`src/rtl/shiftreg_pkg.sv`:
```
package shiftreg_pkg;

    typedef enum logic [2:0] {
        OP_SHL  = 3'b000,
        OP_SHR  = 3'b001,
        OP_ROTL = 3'b010,
        OP_ROTR = 3'b011,
        OP_ASHL = 3'b100,
        OP_ASHR = 3'b101
    } shift_op_e;

    localparam int OP_BITS = 3;

    function automatic logic op_is_known(input logic [OP_BITS-1:0] code);
        return code <= 3'b101;
    endfunction

endpackage

```
`src/rtl/sh_next_value.sv`:
```
module sh_next_value
    import shiftreg_pkg::*;
#(
    parameter int WIDTH = 8
) (
    input  logic [WIDTH-1:0]   cur_word,
    input  logic [OP_BITS-1:0] op,
    input  logic               fill_use,
    input  logic               fill_bit,
    output logic [WIDTH-1:0]   shifted,
    output logic               op_known
);
    logic      log_fill;
    logic      low_in;
    logic      high_in;
    logic      go_left;
    shift_op_e op_e;

    assign op_e     = shift_op_e'(op);
    assign log_fill = fill_use & fill_bit;
    assign op_known = op_is_known(op);

    always_comb begin
        low_in  = 1'b0;
        high_in = 1'b0;
        go_left = 1'b0;
        case (op_e)
            OP_SHL:  begin low_in  = log_fill;          go_left = 1'b1; end
            OP_ROTL: begin low_in  = cur_word[WIDTH-1]; go_left = 1'b1; end
            OP_ASHL: begin low_in  = 1'b0;              go_left = 1'b1; end
            OP_SHR:  high_in = log_fill;
            OP_ROTR: high_in = cur_word[0];
            OP_ASHR: high_in = cur_word[WIDTH-1];
            default: ;
        endcase
    end

    for (genvar i = 0; i < WIDTH; i++) begin : g_lane
        logic from_low;
        logic from_high;
        if (i == 0) begin : g_lsb
            assign from_low = low_in;
        end else begin : g_mid_low
            assign from_low = cur_word[i-1];
        end
        if (i == WIDTH-1) begin : g_msb
            assign from_high = high_in;
        end else begin : g_mid_high
            assign from_high = cur_word[i+1];
        end
        assign shifted[i] = go_left ? from_low : from_high;
    end

endmodule

```
`src/rtl/sh_ovf_detect.sv`:
```
module sh_ovf_detect #(
    parameter int WIDTH = 8
) (
    input  logic [WIDTH-1:0] cur_word,
    input  logic             is_ashl,
    output logic             ovf_new
);
    localparam int TOP  = WIDTH - 1;
    localparam int NEXT = WIDTH - 2;

    // Doubling changes the sign when the two top bits disagree.
    assign ovf_new = is_ashl & (cur_word[TOP] ^ cur_word[NEXT]);

endmodule

```
`src/rtl/shiftreg_unit.sv`:
```
module shiftreg_unit
    import shiftreg_pkg::*;
#(
    parameter int WIDTH = 8
) (
    input  logic             clk,
    input  logic             rst,
    input  logic             load_en,
    input  logic [WIDTH-1:0] load_word,
    input  logic             shift_en,
    input  logic [2:0]       op_sel,
    input  logic             fill_use,
    input  logic             fill_bit,
    output logic [WIDTH-1:0] data_out,
    output logic             ovf_flag
);
    typedef struct packed {
        logic [WIDTH-1:0] word;
        logic             ovf;
    } state_t;

    state_t           st_q;
    state_t           st_d;
    logic [WIDTH-1:0] shifted_d;
    logic             known_d;
    logic             ovf_calc_d;

    sh_next_value #(.WIDTH(WIDTH)) u_next (
        .cur_word (st_q.word),
        .op       (op_sel),
        .fill_use (fill_use),
        .fill_bit (fill_bit),
        .shifted  (shifted_d),
        .op_known (known_d)
    );

    sh_ovf_detect #(.WIDTH(WIDTH)) u_ovf (
        .cur_word (st_q.word),
        .is_ashl  (op_sel == OP_ASHL),
        .ovf_new  (ovf_calc_d)
    );

    always_comb begin
        st_d = st_q;
        if (load_en) begin
            st_d.word = load_word;
            st_d.ovf  = 1'b0;
        end else if (shift_en && known_d) begin
            st_d.word = shifted_d;
            st_d.ovf  = ovf_calc_d;
        end
    end

    always_ff @(posedge clk) begin
        if (rst) begin
            st_q <= '0;
        end else begin
            st_q <= st_d;
        end
    end

    assign data_out = st_q.word;
    assign ovf_flag = st_q.ovf;

endmodule

```
`config.mk`:
```
export PLATFORM = sky130hd
export DESIGN_NAME = shiftreg_unit
export DESIGN_NICKNAME = d
export VERILOG_FILES = /design/src/rtl/shiftreg_pkg.sv /design/src/rtl/sh_next_value.sv /design/src/rtl/sh_ovf_detect.sv /design/src/rtl/shiftreg_unit.sv
export SDC_FILE = /design/constraint.sdc
export NUM_CORES = 1
export LEC_CHECK = 0
export ABC_AREA = 1
export CORE_MARGIN = 1
export CORE_UTILIZATION = 41
export DETAILED_ROUTE_END_ITERATION = 16
export PLACE_DENSITY = 0.88
export SETUP_SLACK_MARGIN = 0.5
export SYNTH_ARGS = -nofsm -noshare
export SYNTH_HDL_FRONTEND = slang
export SYNTH_SLANG_ARGS = --single-unit
```
`constraint.sdc`:
```
create_clock -name clk -period 1.1 [get_ports clk]
set_clock_uncertainty 0.05 [all_clocks]
set_input_delay 0.22 -clock clk [delete_from_list [all_inputs] [get_ports clk]]
set_output_delay 0.22 -clock clk [all_outputs]
set_load 0.05 [all_outputs]
```
# --- After elaboration in Yosys (flattened, before gate mapping) ---
# Cells that the tools add are included.
word_totals:
  ff_bits: 9
  in_bits: 17
  word_cells: 32
op_classes:
  magnitude_cmp: 1
  eq_ne: 6
  muxes: 13
  bitwise: 3
  n_reduce_logical: 6
ops:
  columns: ["op", "n"]
  rows:
  - ["9-bit 2-to-1 mux", 2]
  - ["1-bit 2-to-1 mux", 9]
  - ["3-bit by 2-bit == test with 1-bit output, second input constant", 2]
  - ["3-bit == test, second input constant", 2]
  - ["3-bit by 1-bit == test with 1-bit output, second input constant", 1]
  - ["3-bit <= comparator, second input constant", 1]
  - ["3-bit zero test", 1]
  - ["3-bit by 2-bit != test with 1-bit output, second input constant", 1]
  - ["1-bit case mux with 3 select lines", 1]
  - ["3-bit OR reduction", 1]
  - ["1-bit AND", 2]
  - ["1-bit case mux with 2 select lines", 1]
  - ["2-bit AND reduction", 1]
  - ["2-bit nonzero test", 1]
  - ["2-bit OR reduction", 1]
  - ["1-bit logical AND", 1]
  - ["1-bit bitwise XOR", 1]

# --- Longest topological paths before layout ---
depth:
  word_depth: 6
  mapped_depth: 7
  depth_no_buf: 7

# --- By module ---
# A second synthesis with hierarchy kept.
hier_totals:
  hier_cells: 123
  hier_area_um2: 715.7
by_module_without_submodules:
  columns: ["mod", "n_inst", "cells_each", "area_each_um2", "seq_area_each_um2"]
  rows:
  - ["shiftreg_unit", 1, 83, 516.7, 180.2]
  - ["sh_next_value", 1, 36, 183.9, 0.0]
  - ["sh_ovf_detect", 1, 4, 15.0, 0.0]

# --- Worst setup path before layout ---
# Ideal clock, no wire load.
synth_path:
  kind: "flip-flop to flip-flop"
  startpoint: "register st_q, in the netlist data_out[6]"
  endpoint: "register st_q, in the netlist data_out[7]"
  setup_time_ns: 0.070
  arrival_ns: 1.129
  slack_ns: -0.149
  stages_incl_launch_ff: 7
  synth_period_minus_slack_ns: 1.249
  cell_sequence: "dfxtp_1 inv_1 nand3_1 nand2_1 nand2_1 nand2_1 a21oi_1"
synth_between:
  elab_chain_len: 3
synth_lines:
  columns: ["element", "line_no", "text"]
  rows:
  - ["start: declaration", "shiftreg_unit.sv:22", "state_t st_q;"]
  - ["start signal: assignment", "shiftreg_unit.sv:58", "st_q <= st_d;"]
  - ["1-bit 2-to-1 mux", "sh_next_value.sv:51", "assign shifted[i] = go_left ? from_low : from_high;"]
  - ["9-bit 2-to-1 mux", "shiftreg_unit.sv:48", "end else if (shift_en && known_d) begin"]
  - ["9-bit 2-to-1 mux", "shiftreg_unit.sv:45", "if (load_en) begin"]
# Every way passes these cells. The select of a mux whose other input is x is not followed.
# A chain may end at the register's enable or synchronous reset.

# --- Final worst setup path ---
layout_path:
  startpoint: "register st_q, in the netlist ovf_flag"
  endpoint: "output port ovf_flag"
layout_lines:
  columns: ["element", "line_no", "text"]
  rows:
  - ["end: declaration", "shiftreg_unit.sv:15", "output logic ovf_flag"]
# No word-level cell between the ends.

==> run metrics <==
# H-tree levels=1; drt pass-1 iters=4; kind of critical path=reg2out; Switch Pwr=0.000462 W; fin crit period=1070 ps; GR Util met2=between 40% and 50%; CP max FO=2; Initial Util=~46%; crit start category=flip-flop; hold-fix buffers at CTS=0; f_max=936 MHz; Post-DP HPWL=~1300 um; post-synthesis sequential area ratio=28.1%; Avg WL per Cell=between 15 and 20 um; clock tree sinks=9; slowest cell delay on critical path=approximately 380 ps; Max clock buf depth=2; GRT met3 Usage=under 10%; worst path bufs/invs=1; LEAKAGE=0.575 nW; Seq. cell area=approximately 210 um2; Synth Register Bits=9; post-synth top area share=between 20% and 30%; vias in the first global route=approximately 840; fin crit share=about 97%; Die Width=a little over 40 um; Multi-input gate area=~440 um2; clk_lat worst skew=between 200 and 300 ps; Post-Synthesis Cells=94; largest net degree at the start of global routing=8; syn_nets=around 110; CP required=around 830 ps; Global Route met1 Usage=between 30% and 40%; Fin. Hold Viols=0; Gate power share=around 44%; sequential share of power=between 30% and 40%; Cell Area, Synth=approximately 640 um2; Synth area leader=dfxtp_1; dominant cells by area after synthesis=dfxtp_1 28%, nand2_1 13%, inv_1 11%; Final ANT Viol Nets=0; DRC viols=0; final net count=about 160; total CTS buffers=3; clock share of power=approximately a quarter; Max Cap Violations=0; measured slew at the worst slew-check pin=approximately 240 ps; RePlAce Congestion=around 0.82; # IOs=26; share of cells above drive strength 1=56.5%; Port-buffer cells=25; final core occ=between 90 and 100%; clock root buffer=clkbuf_4; Hold/Removal Path Class=in2reg; GR peak layer=met2; synth unique cells=18; full die area=0.00172 mm2; final wirelength=about 2800 um; Sw Share=between 30% and 40%; post-DR vias/cell=between 5 and 6; RSZ-0062 raised after global routing=yes; Crit. End Element=primary output; chip height=a little over 40 um; drt initial violations=38; CTS tree=yes; top cell family by delay on the critical path=flip-flops; area grow syn2layout=101%; routed vias=about 890; critical path cell sequence=buf_12; Int Pwr=between 0.0007 and 0.0008 W; max_slew headroom=~84%; Post-Syn Area per Cell=between 6 and 7 um2; Overflow after GRT=0; fillcell total=~50; initial antenna violation count=0; Core ar.=between 0.001 and 0.0015 mm2; Critical Path AT=800 ps; num rows=13; commonest non-fill, non-tap cells in the layout=15 x nand2_1, 11 x inv_1; Slowest cell on crit path=dfxtp_4; GR Util All Layers=about 29%; Reg clk slew, reported paths=around 70 ps; synthesis warning total=0; commonest non-fill, non-tap cell in the layout=nand2_1; n_diodes=0; VDD IR max=between 0.0007 and 0.0008 V; worst reg2reg setup slack=roughly 70 ps; TNS Setup=0 ps; first-pass GRT wire length=3750 um; final setup fails=0; run status=complete, no violations; P per Cell Area=923 mW/mm2; Final Max Slew Viols=0
kinds of logic (layout without fill, tap and decap cells):
family | count (synthesis) | in the layout | share of synthesized area, %
and+or+nand+nor | 38 | 39 | 29.1
AOI/OAI and AO/OA | 25 | 25 | 28.5
buffers and inverters | 22 | 65 | 14.3
DFF | 9 | 9 | 28.1
metal layers:
| layer | share of wire [%] | vias up |
|---|---|---|
| li1 | - | 399 |
| met1 | 41 | 413 |
| met2 | 48 | 58 |
| met3 | 6.2 | 15 |
| met4 | 4.8 | 0 |
| met5 | 0 | - |
stage by stage:
| stage | worst slack [ps] | cells | hold slack, ps | total power [W] | cell area [um2] |
|---|---|---|---|---|---|
| 6_report | 31.2 | 153 | 345 | 0.00119 | 1290 |
| 5_1_grt | 9.91 | 153 | 355 | 0.00124 | 1290 |
| 4_1_cts | 47.2 | 152 | 307 | 0.00111 | 1210 |
| 3_5_place_dp | -455 | 136 | 531 | 0.000782 | 1080 |
| 3_3_place_gp | -430 | 136 | 536 | 0.000775 | 1080 |
| 2_1_floorplan | 188 | 94 | 335 | 0.000587 | 703 |
registers in the layout (all words and copies together), names as in the netlist:
| name | cells |
|---|---|
| ovf_flag | 1 |
| data_out | 8 |
Yosys cell counts:
cell type,n
a21oi_1,5
a21oi_2,5
buf_2,1
buf_6,1
clkbuf_1,1
dfxtp_1,9
inv_1,18
inv_2,1
nand2_1,22
nand2_2,1
nand2_4,3
nand3_1,7
nand4_1,1
nor2_1,3
nor2_4,1
o211ai_1,8
o21ai_0,2
o21ai_2,5
timing repair:
item | 4_1_cts | 5_1_grt
gates cloned | 2 | 0
buffers inserted | 10 | 1
setup endpoints to repair | 18 | 18
resized for setup | 27 | 25
pin swaps | 13 | 12
worst paths after layout:
| kind | from | endpoint | depth (start not counted) |
|---|---|---|---|
| worst min register to register | ovf_flag$_SDFFE_PP0P_ | ovf_flag$_SDFFE_PP0P_ | 2 |
| worst max register to register | data_out[0]$_SDFFE_PP0P_ | data_out[7]$_SDFFE_PP0P_ | 7 |
| worst max-delay path | ovf_flag$_SDFFE_PP0P_ | ovf_flag | 1 |
| worst min-delay path | shift_en | data_out[7]$_SDFFE_PP0P_ | 4 |
layout make-up:
type                            instances  share of cell area (%)
Multi-Input combinational cell         64                    33.9
Sequential cell                         9                    16.6
Inverter                               19                    7.57
Clock buffer                            4                    2.04
Timing Repair Buffer                   42                    38.5
Tap cell                               15                    1.45
power by group through the flow:
stage	sequential, W	clock [W]	combinational [W]
floorplan	0.000440	0	0.000147
global placement	0.000381	0	0.000394
global route	0.000372	0.000314	0.000551
detailed placement	0.000381	0	0.000401
CTS	0.000365	0.000283	0.000466
finish	0.000370	0.000292	0.000528
(Power assumes the default switching activity.)
